<file path="src/rtl/useq_pkg.sv">
package useq_pkg;
  localparam int OP_W   = 6;
  localparam int SUB_W  = 4;
  localparam int STEP_W = 3;
  localparam int FN_W   = SUB_W;
  localparam int SEL_W  = 2;

  typedef enum logic [3:0] {
    ST_RESET, ST_FETCH, ST_DISP, ST_ALU, ST_LDI, ST_LOAD, ST_STORE,
    ST_SWAP, ST_JABS, ST_JREL, ST_JIMM, ST_EXC, ST_FREEZE
  } seq_e;

  typedef enum logic [1:0] {CZ_HW, CZ_SOFT, CZ_ILL} cause_e;

  localparam logic [SEL_W-1:0] PCS_VEC = 2'd0, PCS_REG = 2'd1, PCS_RES = 2'd2, PCS_HND = 2'd3;
  localparam logic [SEL_W-1:0] AS_PC = 2'd0, AS_TMP = 2'd1, AS_CTX = 2'd2;
  localparam logic [SEL_W-1:0] WS_RES = 2'd0, WS_MEM = 2'd1, WS_TMP = 2'd2;
  localparam logic [SUB_W-1:0] SUB_ADD = 4'b1011;
  localparam logic [SUB_W-1:0] SUB_CFIRST = 4'b0111;

  typedef struct packed {
    logic             mem_req;
    logic             mem_wr;
    logic             mem_code;
    logic [SEL_W-1:0] mem_asel;
    logic             ir_load;
    logic             pc_inc;
    logic             pc_load;
    logic [SEL_W-1:0] pc_src;
    logic             rf_rd;
    logic             rf_wr;
    logic             rf_sel;
    logic [SEL_W-1:0] rf_wsrc;
    logic             sr_rd;
    logic             sr_wr;
    logic             tmp_load;
    logic             opnd_load;
    logic             opnd_imm;
    logic             res_load;
    logic             alu_pc_op;
    logic             alu_add;
    logic [FN_W-1:0]  alu_fn;
    logic             cflag_load;
    logic             st_init;
    logic             st_ie_clr;
    logic             st_soft_set;
    logic             st_soft_clr;
    logic             st_ill_set;
  } ctl_t;

  function automatic logic [STEP_W-1:0] last_step(seq_e s);
    case (s)
      ST_RESET: return 3'd1;
      ST_FETCH: return 3'd2;
      ST_ALU:   return 3'd7;
      ST_LDI:   return 3'd2;
      ST_LOAD:  return 3'd3;
      ST_STORE: return 3'd2;
      ST_SWAP:  return 3'd4;
      ST_JABS:  return 3'd1;
      ST_JREL:  return 3'd3;
      ST_JIMM:  return 3'd2;
      ST_EXC:   return 3'd2;
      default:  return 3'd0;
    endcase
  endfunction
endpackage

</file>
<file path="src/rtl/useq_dispatch.sv">
module useq_dispatch
  import useq_pkg::*;
(
  input  logic [OP_W-1:0] op,
  input  logic            zf,
  input  logic            cf,
  input  logic            sf,
  input  logic            irq,
  input  logic            frz,
  output seq_e            tgt,
  output cause_e          cz
);
  logic [SUB_W-1:0] sub;
  logic [1:0]       grp;
  assign sub = op[SUB_W-1:0];
  assign grp = op[OP_W-1 -: 2];

  always_comb begin
    tgt = ST_EXC;
    cz  = CZ_ILL;
    if (irq) begin
      cz = CZ_HW;
    end else if (frz) begin
      tgt = ST_FREEZE;
    end else begin
      case (grp)
        2'b11: if (sub == '0 && !zf && !cf && !sf) cz = CZ_SOFT;
        2'b10: if (sub <= SUB_ADD) tgt = ST_ALU;
        2'b01: if (sub == '0) tgt = ST_LDI;
        default: begin
          case (sub)
            4'h0: tgt = ST_LOAD;
            4'h1: tgt = ST_STORE;
            4'h3: if (sf) tgt = ST_SWAP;
            4'h4: tgt = ST_JREL;
            4'h5: tgt = ST_JABS;
            4'h6: tgt = ST_JIMM;
            4'h7: tgt = cf ? ST_FETCH : ST_JIMM;
            4'h8: if (cf) tgt = ST_FETCH;
            4'h9: tgt = zf ? ST_FETCH : ST_JIMM;
            4'ha: if (zf) tgt = ST_FETCH;
            default: ;
          endcase
        end
      endcase
    end
  end
endmodule

</file>
<file path="src/rtl/useq_seq.sv">
module useq_seq
  import useq_pkg::*;
(
  input  logic              clk,
  input  logic              srst_n,
  input  seq_e              tgt,
  input  cause_e            cz,
  input  logic              irq,
  output seq_e              cur,
  output logic [STEP_W-1:0] step,
  output cause_e            cause
);
  seq_e              nxt_st;
  logic [STEP_W-1:0] nxt_step;
  cause_e            nxt_cz;

  always_comb begin
    nxt_st   = cur;
    nxt_step = step + 1'b1;
    nxt_cz   = cause;
    case (cur)
      ST_DISP: begin
        nxt_st   = tgt;
        nxt_cz   = cz;
        nxt_step = '0;
      end
      ST_FREEZE: begin
        nxt_step = '0;
        if (irq) begin
          nxt_st = ST_EXC;
          nxt_cz = CZ_HW;
        end
      end
      default: begin
        if (step == last_step(cur)) begin
          nxt_step = '0;
          if (cur == ST_RESET)      nxt_st = ST_FETCH;
          else if (cur == ST_FETCH) nxt_st = ST_DISP;
          else                      nxt_st = ST_FETCH;
        end
      end
    endcase
  end

  always_ff @(posedge clk or negedge srst_n) begin
    if (!srst_n) begin
      cur   <= ST_RESET;
      step  <= '0;
      cause <= CZ_HW;
    end else begin
      cur   <= nxt_st;
      step  <= nxt_step;
      cause <= nxt_cz;
    end
  end
endmodule

</file>
<file path="src/rtl/useq_uop.sv">
module useq_uop
  import useq_pkg::*;
(
  input  logic              en,
  input  seq_e              cur,
  input  logic [STEP_W-1:0] step,
  input  logic [SUB_W-1:0]  sub,
  input  cause_e            cause,
  output ctl_t              ctl
);
  always_comb begin
    ctl = '0;
    case (cur)
      ST_RESET: case (step)
        3'd0: ctl.st_init = 1'b1;
        3'd1: begin ctl.pc_load = 1'b1; ctl.pc_src = PCS_VEC; end
        default: ;
      endcase
      ST_FETCH, ST_LDI: case (step)
        3'd0: ctl.pc_inc = 1'b1;
        3'd1: begin ctl.mem_req = 1'b1; ctl.mem_code = 1'b1; ctl.mem_asel = AS_PC; end
        3'd2: begin
          if (cur == ST_FETCH) ctl.ir_load = 1'b1;
          else begin ctl.rf_wr = 1'b1; ctl.rf_wsrc = WS_MEM; end
        end
        default: ;
      endcase
      ST_ALU: begin
        ctl.alu_fn  = sub;
        ctl.alu_add = (sub == SUB_ADD);
        case (step)
          3'd0: ctl.rf_rd = 1'b1;
          3'd1: begin ctl.rf_rd = 1'b1; ctl.opnd_load = 1'b1; end
          3'd2, 3'd3: begin ctl.rf_rd = 1'b1; ctl.rf_sel = 1'b1; end
          3'd4: ctl.res_load = 1'b1;
          3'd7: begin
            ctl.rf_wr      = 1'b1;
            ctl.rf_sel     = 1'b1;
            ctl.rf_wsrc    = WS_RES;
            ctl.cflag_load = (sub >= SUB_CFIRST);
          end
          default: ;
        endcase
      end
      ST_LOAD, ST_STORE: case (step)
        3'd0: begin ctl.rf_rd = 1'b1; ctl.rf_sel = 1'b1; end
        3'd1: begin ctl.rf_rd = 1'b1; ctl.rf_sel = 1'b1; ctl.tmp_load = 1'b1; end
        3'd2: begin
          ctl.mem_req  = 1'b1;
          ctl.mem_asel = AS_TMP;
          if (cur == ST_STORE) begin ctl.mem_wr = 1'b1; ctl.rf_rd = 1'b1; end
        end
        3'd3: begin ctl.rf_wr = 1'b1; ctl.rf_wsrc = WS_MEM; end
        default: ;
      endcase
      ST_SWAP: case (step)
        3'd0: ctl.sr_rd = 1'b1;
        3'd1: begin ctl.sr_rd = 1'b1; ctl.tmp_load = 1'b1; end
        3'd2: begin ctl.rf_rd = 1'b1; ctl.rf_sel = 1'b1; end
        3'd3: begin ctl.rf_rd = 1'b1; ctl.rf_sel = 1'b1; ctl.sr_wr = 1'b1; end
        3'd4: begin ctl.rf_wr = 1'b1; ctl.rf_sel = 1'b1; ctl.rf_wsrc = WS_TMP; end
        default: ;
      endcase
      ST_JABS: begin
        ctl.rf_rd = 1'b1;
        if (step == 3'd1) begin ctl.pc_load = 1'b1; ctl.pc_src = PCS_REG; end
      end
      ST_JREL: case (step)
        3'd0: ctl.rf_rd = 1'b1;
        3'd1: begin ctl.rf_rd = 1'b1; ctl.opnd_load = 1'b1; end
        3'd2: begin ctl.res_load = 1'b1; ctl.alu_add = 1'b1; ctl.alu_pc_op = 1'b1; end
        3'd3: begin ctl.pc_load = 1'b1; ctl.pc_src = PCS_RES; end
        default: ;
      endcase
      ST_JIMM: case (step)
        3'd0: begin ctl.opnd_load = 1'b1; ctl.opnd_imm = 1'b1; end
        3'd1: begin ctl.res_load = 1'b1; ctl.alu_add = 1'b1; ctl.alu_pc_op = 1'b1; end
        3'd2: begin ctl.pc_load = 1'b1; ctl.pc_src = PCS_RES; end
        default: ;
      endcase
      ST_EXC: case (step)
        3'd0: begin
          ctl.st_ie_clr   = 1'b1;
          ctl.st_soft_set = (cause == CZ_SOFT);
          ctl.st_soft_clr = (cause == CZ_HW);
          ctl.st_ill_set  = (cause == CZ_ILL);
        end
        3'd1: begin ctl.mem_req = 1'b1; ctl.mem_wr = 1'b1; ctl.mem_asel = AS_CTX; end
        3'd2: begin ctl.pc_load = 1'b1; ctl.pc_src = PCS_HND; end
        default: ;
      endcase
      default: ;
    endcase
    if (!en) ctl = '0;
  end
endmodule

</file>
<file path="src/rtl/useq_ctrl.sv">
module useq_ctrl
  import useq_pkg::*;
#(
  parameter int SYNC_STAGES = 2
) (
  input  logic       clk,
  input  logic       rst_n,
  input  logic [5:0] ir_op,
  input  logic       flag_z,
  input  logic       flag_c,
  input  logic       flag_sup,
  input  logic       flag_frz,
  input  logic       irq,
  output logic       mem_req,
  output logic       mem_wr,
  output logic       mem_code,
  output logic [1:0] mem_asel,
  output logic       ir_load,
  output logic       pc_inc,
  output logic       pc_load,
  output logic [1:0] pc_src,
  output logic       rf_rd,
  output logic       rf_wr,
  output logic       rf_sel,
  output logic [1:0] rf_wsrc,
  output logic       sr_rd,
  output logic       sr_wr,
  output logic       tmp_load,
  output logic       opnd_load,
  output logic       opnd_imm,
  output logic       res_load,
  output logic       alu_pc_op,
  output logic       alu_add,
  output logic [3:0] alu_fn,
  output logic       cflag_load,
  output logic       st_init,
  output logic       st_ie_clr,
  output logic       st_soft_set,
  output logic       st_soft_clr,
  output logic       st_ill_set
);
  logic [SYNC_STAGES-1:0] sync_q;
  logic                   srst_n;

  always_ff @(posedge clk or negedge rst_n) begin
    if (!rst_n) sync_q <= '0;
    else        sync_q <= {sync_q[SYNC_STAGES-2:0], 1'b1};
  end
  assign srst_n = sync_q[SYNC_STAGES-1];

  seq_e              disp_tgt;
  cause_e            disp_cz;
  seq_e              cur_st;
  logic [STEP_W-1:0] cur_step;
  cause_e            cur_cause;
  ctl_t              ctl;

  useq_dispatch disp_i (
    .op(ir_op), .zf(flag_z), .cf(flag_c), .sf(flag_sup),
    .irq(irq), .frz(flag_frz), .tgt(disp_tgt), .cz(disp_cz)
  );

  useq_seq seq_i (
    .clk(clk), .srst_n(srst_n), .tgt(disp_tgt), .cz(disp_cz), .irq(irq),
    .cur(cur_st), .step(cur_step), .cause(cur_cause)
  );

  useq_uop uop_i (
    .en(srst_n), .cur(cur_st), .step(cur_step), .sub(ir_op[SUB_W-1:0]),
    .cause(cur_cause), .ctl(ctl)
  );

  assign mem_req     = ctl.mem_req;
  assign mem_wr      = ctl.mem_wr;
  assign mem_code    = ctl.mem_code;
  assign mem_asel    = ctl.mem_asel;
  assign ir_load     = ctl.ir_load;
  assign pc_inc      = ctl.pc_inc;
  assign pc_load     = ctl.pc_load;
  assign pc_src      = ctl.pc_src;
  assign rf_rd       = ctl.rf_rd;
  assign rf_wr       = ctl.rf_wr;
  assign rf_sel      = ctl.rf_sel;
  assign rf_wsrc     = ctl.rf_wsrc;
  assign sr_rd       = ctl.sr_rd;
  assign sr_wr       = ctl.sr_wr;
  assign tmp_load    = ctl.tmp_load;
  assign opnd_load   = ctl.opnd_load;
  assign opnd_imm    = ctl.opnd_imm;
  assign res_load    = ctl.res_load;
  assign alu_pc_op   = ctl.alu_pc_op;
  assign alu_add     = ctl.alu_add;
  assign alu_fn      = ctl.alu_fn;
  assign cflag_load  = ctl.cflag_load;
  assign st_init     = ctl.st_init;
  assign st_ie_clr   = ctl.st_ie_clr;
  assign st_soft_set = ctl.st_soft_set;
  assign st_soft_clr = ctl.st_soft_clr;
  assign st_ill_set  = ctl.st_ill_set;
endmodule

</file>
<file path="config.mk">
export PLATFORM = sky130hd
export DESIGN_NAME = useq_ctrl
export DESIGN_NICKNAME = d
export VERILOG_FILES = /design/src/rtl/useq_pkg.sv /design/src/rtl/useq_dispatch.sv /design/src/rtl/useq_seq.sv /design/src/rtl/useq_uop.sv /design/src/rtl/useq_ctrl.sv
export SDC_FILE = /design/constraint.sdc
export NUM_CORES = 1
export LEC_CHECK = 0
export ABC_AREA = 1
export CAP_MARGIN = 25
export CORE_MARGIN = 2
export CORE_UTILIZATION = 35
export CTS_CLUSTER_SIZE = 16
export DETAILED_ROUTE_END_ITERATION = 10
export GPL_ROUTABILITY_DRIVEN = 1
export PLACE_DENSITY = 0.65
export REMOVE_ABC_BUFFERS = 1
export SLEW_MARGIN = 0
export SYNTH_ARGS = -nofsm -noshare
export SYNTH_HDL_FRONTEND = slang
export SYNTH_SLANG_ARGS = --single-unit
</file>
<file path="constraint.sdc">
create_clock -name clk -period 3.5 [get_ports clk]
set_input_delay 0.35 -clock clk [delete_from_list [all_inputs] [get_ports clk]]
set_output_delay 0.35 -clock clk [all_outputs]
set_load 0.01 [all_outputs]
</file>
Word level (Yosys, flattened, before mapping)

Memory sizes are Yosys's and may differ from the RTL's.
Cells that the tools add are included.

Bitwise logic cells: 0
Shifts and indexed selects: 0
Mux-type cells: 79
Add/subtract/negate cells: 1
Reduce and logical (&&, ||, !) cells: 24
Divide/modulo/power cells: 0
Equal/unequal tests: 34
Magnitude comparators: 2
Multipliers: 0

Operators with widths:

| cell                                                | number |
|---|---|
| two-way mux 4 bit                                   | 14 |
| case mux 4 bit (10 select lines)                    | 1 |
| equality test 4 bit, second input constant          | 9 |
| two-way mux 33 bit                                  | 1 |
| equality test 4 x 3 -> 1 bit, second input constant | 8 |
| two-way mux 2 bit                                   | 14 |
| two-way mux 3 bit                                   | 9 |
| two-way mux 1 bit                                   | 23 |
| case mux 3 bit (5 select lines)                     | 1 |
| equality test 4 x 2 -> 1 bit, second input constant | 3 |
| case mux 1 bit (3 select lines)                     | 4 |
| case mux 2 bit (3 select lines)                     | 2 |
| case mux 4 bit (3 select lines)                     | 1 |
| OR reduction 2 bit                                  | 6 |
| OR reduction 3 bit                                  | 3 |
| equality test 4 x 1 -> 1 bit, second input constant | 2 |
| zero test 4 bit                                     | 2 |
| case mux 1 bit (2 select lines)                     | 4 |
| case mux 4 bit (2 select lines)                     | 1 |
| equality test 2 bit, second input constant          | 3 |
| equality test 3 x 2 -> 1 bit, second input constant | 2 |
| equality test 3 bit, second input constant          | 2 |
| two-way mux 5 bit                                   | 1 |
| case mux 1 bit (5 select lines)                     | 1 |
| 17 further kinds                                    | 23 |

Register bits: 11
Memory bits (writable): 0
Memories kept: 1
Output and inout port bits: 33
Bits in read-only memories: 48
Logic and storage cells: 145
Input bits: 13
Latch bits: 0

Memories:

| memory           | words | width | rd ports | clocked after memory_dff | write ports | RTL line       | RTL |
|---|---|---|---|---|---|---|---|
| (name not given) | 16    | 3     | 1        | 0                        | 0           | useq_pkg.sv:52 | `case (s)` |

Depth between registers and ports, before layout

Gate-level depths: netlist (run 1).

Depth in word-level cells: 9
Depth in mapped cells: 13
Gate-level depth less buffers: 13

Modules after synthesis

Synthesis (run 1) repeated with hierarchy kept, for this count alone.

Cell total of the unflattened synthesis: 288
Area, all modules: 1654.1 um^2

Modules (own cells, without submodules):

| module        | area each (um^2) | times used | cells each | seq. area each (um^2) |
|---|---|---|---|---|
| useq_seq      | 654.4            | 1          | 81         | 225.2 |
| useq_uop      | 633.1            | 1          | 131        | 0.0 |
| useq_dispatch | 312.8            | 1          | 73         | 0.0 |
| useq_ctrl     | 53.8             | 1          | 3          | 50.0 |

Worst setup path before layout (run 1)

Ideal clock, no wire load.

Path kind: reg-to-output
From: register seq_i.cur[0]
To: output mem_req
Path slack: 1.636 ns
Data required time: 3.150 ns
Cell stages (with the launch flop): 6
Data arrival time: 1.514 ns
Cell sequence: dfrtp_1 > inv_1 > ha_1 > o21ai_0 > nor2_1 > or3_1

Cells in the longest elaborated chain, start to end: 4

RTL lines:

| item                                                                                | RTL line        | RTL |
|---|---|---|
| start, declared                                                                     | useq_seq.sv:9   | `output seq_e cur,` |
| start signal, assigned                                                              | useq_seq.sv:51  | `cur <= nxt_st;` |
| equality test 4 x 3 -> 1 bit / equality test 4 x 1 -> 1 bit (equally long branches) | useq_uop.sv:13  | `case (cur)` |
| OR reduction 2 bit                                                                  | useq_uop.sv:13  |  |
| case mux 1 bit (3 select lines) *                                                   | useq_uop.sv:13  |  |
| two-way mux 33 bit *                                                                | useq_uop.sv:94  | `if (!en) ctl = '0;` |
| end, declared                                                                       | useq_ctrl.sv:14 | `output logic mem_req,` |

Mark *: on every way between the ends. The rest lies on a longest branch, timed or not.

Worst setup path after layout (run 1)

From: register sync_q[1]
To: output st_ill_set

Cells in the longest elaborated chain, start to end: 1

RTL lines:

| item                   | RTL line        | RTL |
|---|---|---|
| start, declared        | useq_ctrl.sv:42 | `logic [SYNC_STAGES-1:0] sync_q;` |
| start signal, assigned | useq_ctrl.sv:47 | `else sync_q <= {sync_q[SYNC_STAGES-2:0], 1'b1};` |
| two-way mux 33 bit     | useq_uop.sv:94  |  |
| end, declared          | useq_ctrl.sv:40 | `output logic st_ill_set` |

No other way between the ends.

==> flow_summary.toml, run 1 <==
[outcome]
outcome = "complete, no violations"

[cells_and_area]
final_util = 0.499
instances_no_fill = 350
diodes = 0
design.final.nets = 325
drive_above_1_share = 0.117
syn2layout_area_growth_pct = 35.3

[die]
start_util = 0.369
rows = 23
die_area_mm2 = 0.00485
io_pins = 46
fp.coreArea_mm2 = 0.00409
die_y_um = 69.6
die_x_um = 69.6

[clocking]
cts_tree = "yes"
cts_max_level = 1
cts-buffers-inserted = 3
path_clk_slew_ns = 0.05
cts_hold_buf = 0
postCtsSetupBuffers = 0
clock_path_buffers = 2
cts.sinks = 11
cts-root-buf = "clkbuf_8"
clock_latency_ns = 0.23
cts_resized = 0

[route]
wl_per_cell_um = 11.8
antenna_left = 0
drt-pass1-iter-count = 4
drt_iter0_drc = 140
totalWireLength_um = 4120
drc = 0
vias_per_cell = 4.86
vias = 1701

[synth]
synth_async_sr_flop_share = 1.00
postSynthAreaPerCell_um2 = 5.94
synth_edf_count = 0
ys_ff_latch = 11
synthFlopType = "dfrtp_1"
ys_types = 35
ys_warn_count = 0
ys_seq_area_frac = 0.183
ys_top_cells_by_area = "dfrtp_1 (18%), nand2_1 (15%), nor2_1 (10%)"
synth_cells = 254
synth_top_area_frac = 0.183
yosysTopAreaCell = "dfrtp_1"
syn_area_mm2 = 0.00151

[timing]
hold_violations = 0
period_needed_ns = 2.77
finalClockSkew_ns = 0.000282
maxSlewViolCount = 0
clock.fmax_mhz = 361
period_share = 0.792
worst_pin_slew_ns = 0.618
rsz0062_at_grt = "no"
timing.hold.ws_ns = 0.255
slew_headroom = 0.588
setup_viol = 0
fin_tns_setup_ns = 0

[placed_design]
placed_cells = 346
hpwlAfterDp_um = 3400
gp_congestion = 0.857
io_buffers = 45

[worst_setup_path]
crit_path_top_delay_cell = "dfrtp_1"
criticalPathCategory = "reg -> out"
critPathMaxStageDelay_ns = 0.73
cp.buffers_inverters = 3
path_cells = "inv_1 > nor2_1 > inv_1 > nor2_1 > nand2_1 > nor2_1 > clkdlybuf4s50_1"
timing.critical_path.to_type = "primary output"
cp_common_cell = "nor2_1"
cp_top_family = "buffers and inverters"
cp.required_ns = 3.15
cp_max_fo = 16
worstPathArrival_ns = 2.42
critPathLaunchType = "register"

[pwr]
powerDensity_mw_per_mm2 = 571
ir_drop_uv = 391
p_leak_nw = 0.973

[job]
maxCapViolations = 0

[global_route]
gr-total-overflow = 0
antenna_found_initial = 0
grt_use_total = 0.174
grt_pass1_wl_um = 7180
grt_start_max_net_pins = 17
first_global_vias = 1566

[min_path]
hold_class = "reg -> async"
[cells by family (layout without fill, tap and decap cells)]
| logic type | count (synthesis) | after routing | share of synthesized area |
|---|---|---|---|
| AOI/OAI and AO/OA | 36 | 36 | 0.146 |
| DFF | 11 | 11 | 0.183 |
| adders and majority gates | 11 | 11 | 0.0913 |
| and+or+nand+nor | 143 | 143 | 0.430 |
| xor gates and xnor gates | 1 | 1 | 0.00581 |
| other | 1 | 1 | 0.00249 |
| buffers and inverters | 51 | 97 | 0.142 |
[per-layer routing]
layer / GRT usage / vias to the layer above / share of wire
li1: - / 893 / -
met1: 0.254 / 749 / 0.49
met2: 0.274 / 57 / 0.44
met3: 0.0233 / 2 / 0.063
met4: 0.0385 / 0 / 0.0039
met5: 0 / - / 0
[layout by cell type, fill, tap and decap left out, drive strengths merged]
| cell | count |
|---|---|
| a21oi | 14 |
| a221oi | 1 |
| a22oi | 2 |
| a41oi | 1 |
| clkbuf | 4 |
| clkdlybuf4s50 | 45 |
| conb | 1 |
| dfrtp | 11 |
| ha | 11 |
| inv | 48 |
| nand2 | 68 |
| nand3 | 16 |
| nand4 | 2 |
| nor2 | 51 |
| nor3 | 2 |
| nor4 | 3 |
| o21ai | 13 |
| o22ai | 2 |
| o31ai | 1 |
| o32ai | 1 |
| o41ai | 1 |
| or3 | 1 |
| xor2 | 1 |
[power breakdown]
group / total (mW) / switching (mW) / internal (mW)
registers: 0.264 / 0.0844 / 0.179
clock network: 0.123 / 0.0433 / 0.0796
logic: 0.779 / 0.491 / 0.287
[layout make-up]
class	instances	area, um^2
clock buffers	4	45.0
fillers	439	2050
inverters	48	188
multi-input cells	192	1020
flip-flops and latches	11	275
well taps	50	62.6
repair buffers	45	450
[synth_stat cells, types with 3 or more instances]
cell     count
a21oi_1     11
a21oi_2      3
dfrtp_1     11
ha_1        11
inv_1       37
inv_2        9
nand2_1     61
nand2_2      6
nand3_1     15
nor2_1      42
nor2_2       6
nor4_1       3
o21ai_0      8
o21ai_1      4
[registers in the layout, indices dropped and copies added, names as in the netlist]
register     flops
seq_i.step       3
sync_q           2
seq_i.cause      2
seq_i.cur        4
[worst paths after layout]
path	from	endpoint	slack (ns)	cells after the start
setup / recovery	sync_q[1]$_DFF_PN0_	st_ill_set	0.73	7
hold / removal	sync_q[1]$_DFF_PN0_	seq_i.step[0]$_DFF_PN0_	0.26	0
setup reg to reg	seq_i.cur[0]$_DFFE_PN0P_	seq_i.cur[2]$_DFFE_PN0P_	1.74	10
hold reg to reg	sync_q[1]$_DFF_PN0_	seq_i.step[0]$_DFF_PN0_	0.26	0
max in group asynchronous	sync_q[1]$_DFF_PN0_	seq_i.cause[1]$_DFFE_PN0P_	2.85	0
min in group clk	sync_q[0]$_DFF_PN0_	sync_q[1]$_DFF_PN0_	0.36	0
[through the flow]
step | instance area (um^2) | setup WS, ns | power, mW
after floorplan | 1480 | 1.62 | 0.820
after global placement | 1990 | 0.986 | 1.04
after detailed placement | 1990 | 0.926 | 1.04
after CTS | 2040 | 0.664 | 1.18
after global routing | 2040 | 0.486 | 1.31
final | 2040 | 0.726 | 1.17
Power figures use the tool's default switching activity.
==> inputs of run 2 (changes only) <==
Clock period 3.5 ns to 2.6 ns, I/O delays scaled along.
==> run 2 against run 1 <==
  * Register-to-register slack got worse by 0.86 ns
  * Final cell count rose by 0.29%
  * Setup slack got worse by 0.62 ns
  * Highest routed layer unchanged
  * Largest cell class unchanged
==> flow_summary.toml, run 2 (same netlist as run 1, synthesis figures left out) <==
[placed_design]
placed_cells = 347
gp_congestion = 0.885
hpwlAfterDp_um = 3420
io_buffers = 45

[cells_and_area]
top_register = "seq_i.cur"
num-fill-cells = 427
final_util = 0.509
drive_above_1_share = 0.140
mostFrequentLayoutCells = "nand2_1 (60), clkdlybuf4s50_1 (43), nor2_1 (40)"
syn2layout_area_growth_pct = 37.9
largest_reg_flops = 4
largestRegisters = "seq_i.cur x4, seq_i.step x3"
design.final.nets = 326
instances_no_fill = 351
layout_commonest_cell = "nand2_1"
diodes = 0

[worst_setup_path]
worstPathArrival_ns = 2.23
criticalPathCategory = "reg -> out"
cp.required_ns = 2.34
cp_max_fo = 5
critPathLaunchType = "register"
timing.critical_path.to_type = "primary output"

[clocking]
postCtsSetupBuffers = 0
cts-root-buf = "clkbuf_8"
cts_tree = "yes"
cts.sinks = 11
cts_max_level = 1
cts_hold_buf = 0
cts-buffers-inserted = 3
clock_path_buffers = 2
path_clk_slew_ns = 0.05
clock_latency_ns = 0.23

[die]
rows = 23
die_y_um = 69.6
die_area_mm2 = 0.00485
start_util = 0.369
die_x_um = 69.6
fp.coreArea_mm2 = 0.00409
io_pins = 46

[route]
drt_iter0_drc = 88
drc = 0
drt-pass1-iter-count = 4
vias = 1708
wl_per_cell_um = 11.7
totalWireLength_um = 4120
antenna_left = 0
vias_per_cell = 4.87

[pwr]
clockPowerShare = 0.101
seq_power_share = 0.222
power.share.switching = 0.537
power_switching_mw = 0.864
ir_drop_uv = 636
p_leak_nw = 1.01
combPwrFrac = 0.676
p_int_mw = 0.744
powerDensity_mw_per_mm2 = 773

[timing]
hold_violations = 0
period_share = 0.958
worst_pin_slew_ns = 0.503
slew_headroom = 0.665
rsz0062_at_grt = "yes"
fin_tns_setup_ns = 0
period_needed_ns = 2.49
timing.hold.ws_ns = 0.130
finalClockSkew_ns = 0.00153
clock.fmax_mhz = 401
maxSlewViolCount = 0
setup_viol = 0

[global_route]
antenna_found_initial = 0
grt_use_total = 0.169
gr-total-overflow = 0
first_global_vias = 1568
grt_start_max_net_pins = 12
grt_pass1_wl_um = 6940

[job]
maxCapViolations = 0

[outcome]
outcome = "complete, no violations"

[min_path]
hold_class = "reg -> async"
-- run 2: path summary, 6_finish.rpt --
check / cells past startpoint / endpoint / slack [ns] / start
min in group clk: 0 / sync_q[1]$_DFF_PN0_ / 0.35 / sync_q[0]$_DFF_PN0_
worst min register to register: 0 / seq_i.step[2]$_DFF_PN0_ / 0.13 / sync_q[1]$_DFF_PN0_
worst max-delay path: 6 / mem_req / 0.11 / seq_i.cur[0]$_DFFE_PN0P_
worst min-delay path: 0 / seq_i.step[2]$_DFF_PN0_ / 0.13 / sync_q[1]$_DFF_PN0_
worst max register to register: 10 / seq_i.cur[2]$_DFFE_PN0P_ / 0.88 / seq_i.cur[0]$_DFFE_PN0P_
max in group asynchronous: 1 / seq_i.cur[3]$_DFFE_PN0P_ / 2.03 / sync_q[1]$_DFF_PN0_
-- run 2: power by group through the flow --
stage | logic (mW) | registers, mW | clock network [mW]
6_report | 1.09 | 0.358 | 0.163
5_1_grt | 1.23 | 0.371 | 0.181
4_1_cts | 1.07 | 0.353 | 0.171
3_5_place_dp | 1.06 | 0.355 | 0
3_3_place_gp | 1.06 | 0.352 | 0
2_1_floorplan | 0.769 | 0.334 | 0
-- run 2: area by class of cell --
| type | count | area [um^2] | share of cell area |
|---|---|---|---|
| multi-input combinational | 192 | 1040 | 0.502 |
| timing repair buffer | 46 | 463 | 0.223 |
| sequential | 11 | 277 | 0.133 |
| tap | 50 | 62.6 | 0.0301 |
| inverter | 48 | 188 | 0.0903 |
| clock buffer | 4 | 45.0 | 0.0217 |
-- run 2: what timing repair did --
action | CTS | global route
gates resized for setup | 1 | 10
endpoints found under the setup margin | 1 | 14
hold endpoints to repair | 0 | 0
-- run 2: layer usage --
| layer | vias to the layer above | GRT usage | routed length [um] |
|---|---|---|---|
| li1 | 890 | - | - |
| met1 | 762 | 0.250 | 2060 |
| met2 | 52 | 0.266 | 1820 |
| met3 | 4 | 0.0160 | 228 |
| met4 | 0 | 0.0385 | 19 |
| met5 | - | 0 | 0 |
-- run 2: critical path: stages (launching register included) --
cell and delay, ns:
dfrtp_1 0.41, inv_1 0.10, ha_1 0.22, o21ai_1 0.31, nor2_1 0.09, or3_1 0.37, clkdlybuf4s50_1 0.49
-- run 2: per-stage QoR --
| step | power [mW] | instance area, um^2 | setup WS (ns) |
|---|---|---|---|
| 2_1_floorplan | 1.10 | 1480 | 0.806 |
| 3_3_place_gp | 1.41 | 2000 | 0.220 |
| 3_5_place_dp | 1.41 | 2000 | 0.251 |
| 4_1_cts | 1.59 | 2050 | 0.000796 |
| 5_1_grt | 1.78 | 2080 | -0.0252 |
| 6_report | 1.61 | 2080 | 0.109 |
==> inputs of run 3 (changes only) <==
Settings changed: ABC_AREA 1 to 0.
==> run 3 against run 2 <==
  * Power rose by 22%
  * First-iteration DRC count rose by 70%
  * Design area rose by 4.0%
  * Critical path type unchanged
  * Highest routed layer unchanged
  * Critical endpoint is now rf_rd
  * Wire length rose by 9.1%
==> flow_summary.toml, run 3 <==
[outcome]
outcome = "complete, no violations"

[die]
start_util = 0.368
rows = 23
fp.coreArea_mm2 = 0.00406
die_y_um = 69.4
die_x_um = 69.4
die_area_mm2 = 0.00481
io_pins = 46

[synth]
yosysMostFrequentCell = "nor2_1"
ys_top_cells_by_area = "dfrtp_1 (18%), ha_1 (9.2%), nor2_1 (7.8%)"
synth_top_family_by_area = "simple AND/OR/NAND/NOR gates"
postSynthAreaPerCell_um2 = 6.92
synthSimpleGateAreaFrac = 0.362
ys_types = 50
synthTopCellsByCount = "nor2_1 (31), nand2_1 (24), a21oi_1 (14), inv_1 (13), o21ai_0 (12)"
synth_mux_area_frac = 0.00669
yosysTopAreaCell = "dfrtp_1"
ys_warn_count = 0
syn_area_mm2 = 0.00150
synthAdderAreaFrac = 0.0921
synth_async_sr_flop_share = 1.00
synth_compound_area_frac = 0.264
ys_ff_latch = 11
synth_edf_count = 0
yosys.area_share.xor_xnor = 0.0117
synth_cells = 216
synthFlopType = "dfrtp_1"
synth_top_area_frac = 0.184
ys_seq_area_frac = 0.184

[worst_setup_path]
worstPathArrival_ns = 2.23
cp_max_fo = 10
timing.critical_path.to_type = "primary output"
ff2ff_path_depth = 9
critPathLaunchType = "register"
criticalPathCategory = "reg -> out"
cp.required_ns = 2.34

[global_route]
antenna_found_initial = 0
first_global_vias = 1555
grt_pass1_wl_um = 7210
grt_start_max_net_pins = 19
gr-total-overflow = 0
grt_use_total = 0.179

[placed_design]
io_buffers = 45
dp_slack_ns = 0.149
hpwlAfterDp_um = 3450
postPlaceCellArea_mm2 = 0.00204
gp_congestion = 0.945
placed_cells = 309

[pwr]
powerDensity_mw_per_mm2 = 903
ir_drop_uv = 490
p_leak_nw = 0.931

[timing]
hold_violations = 0
timing.hold.ws_ns = 0.179
period_needed_ns = 2.49
setup_viol = 0
maxSlewViolCount = 0
worst_pin_slew_ns = 0.487
period_share = 0.957
fin_tns_setup_ns = 0
timing.final.ws_setup_ns = 0.113
slew_headroom = 0.671
clock.fmax_mhz = 402
finalClockSkew_ns = 0.00451

[cells_and_area]
syn2layout_area_growth_pct = 44.7
finish.instance_area_mm2 = 0.00216
largestRegisters = "seq_i.cur x4, seq_i.step x3"
num-fill-cells = 391
diodes = 0
mostFrequentLayoutCells = "clkdlybuf4s50_1 (43), nor2_1 (28), nand2_1 (24)"
drive_above_1_share = 0.158
instances_no_fill = 315
layout_commonest_cell = "clkdlybuf4s50_1"
design.final.nets = 290
regArea_um2 = 282
largest_reg_flops = 4
multi_input_area_mm2 = 0.00115
top_register = "seq_i.cur"

[route]
drt_iter0_drc = 150
wl_per_cell_um = 14.3
drt-pass1-iter-count = 4
drc = 0
vias = 1723
vias_per_cell = 5.47
antenna_left = 0
totalWireLength_um = 4500

[clocking]
cts_max_level = 1
cts_tree = "yes"
cts-root-buf = "clkbuf_8"
path_clk_slew_ns = 0.05
clock_path_buffers = 2
cts-buffers-inserted = 3
cts.sinks = 11
clock_latency_ns = 0.24

[min_path]
hold_class = "in -> async"

[job]
maxCapViolations = 0
## run 3: cell types whose count changed after synthesis, sizes merged, moves of 3 or more
| cell | before | now |
|---|---|---|
| nor4 | 3 | 0 |
| and3 | 0 | 6 |
| nor4b | 0 | 3 |
| clkbuf | 1 | 11 |
| nor2b | 0 | 11 |
| inv | 48 | 13 |
| nand4 | 2 | 5 |
| nor3 | 2 | 7 |
| a21o | 0 | 3 |
| nand3 | 16 | 9 |
| nor2 | 51 | 32 |
| nand2 | 68 | 24 |
## run 3: critical path: stages, from the launching register on
cell	delay [ns]
dfrtp_2	0.42
inv_2	0.08
ha_1	0.22
buf_4	0.18
o21ai_1	0.22
nand2_1	0.07
a221oi_1	0.26
nor2_1	0.06
clkdlybuf4s50_1	0.48
## run 3: layout make-up
class                           count  area share
Timing Repair Buffer               60       0.264
Sequential cell                    11       0.130
Tap cell                           50      0.0289
Multi-Input combinational cell    177       0.533
Clock buffer                        4      0.0208
Inverter                           13      0.0226
## run 3: per-stage QoR
step / util / power [mW]
global placement: 0.503 / 1.66
global route: 0.533 / 2.13
detailed placement: 0.503 / 1.66
CTS: 0.516 / 1.85
floorplan: - / 1.20
finish: 0.533 / 1.95
## run 3: cell families after synthesis
| kind of cell | count (synthesis) |
|---|---|
| and+or+nand+nor | 107 |
| AOI/OAI and AO/OA | 55 |
| buffers and inverters | 28 |
| adders and majority gates | 11 |
| DFF | 11 |
| xor gates and xnor gates | 2 |
| other | 1 |
| muxes | 1 |
## run 3: path summary, 6_finish.rpt
| kind | startpoint | end | slack [ns] |
|---|---|---|---|
| min reg2reg | sync_q[1]$_DFF_PN0_ | seq_i.cur[2]$_DFFE_PN0P_ | 0.23 |
| max in group asynchronous | sync_q[1]$_DFF_PN0_ | seq_i.cur[0]$_DFFE_PN0P_ | 2.17 |
| min | rst_n | sync_q[0]$_DFF_PN0_ | 0.18 |
| min in group clk | sync_q[0]$_DFF_PN0_ | sync_q[1]$_DFF_PN0_ | 0.35 |
| max reg2reg | seq_i.cur[1]$_DFFE_PN0P_ | seq_i.cur[0]$_DFFE_PN0P_ | 0.53 |
| max | seq_i.cur[0]$_DFFE_PN0P_ | rf_rd | 0.11 |
## run 3: metal layers
layer	vias to the layer above	GRT usage	share of wire
li1	865	-	-
met1	787	0.250	0.48
met2	63	0.279	0.45
met3	8	0.0189	0.047
met4	0	0.0763	0.022
met5	-	0	0
## run 3: report_power, final
group | total (mW) | internal [mW] | switching (mW) | leakage (nW)
registers | 0.343 | 0.241 | 0.102 | 0.131
logic | 1.44 | 0.635 | 0.802 | 0.778
clock network | 0.174 | 0.108 | 0.0666 | 0.0228
## run 3: timing repair
action | CTS | global route
gates resized for setup | 5 | 18
hold buffers | 0 | 0
endpoints found under the setup margin | 7 | 10
setup buffers | 0 | 2
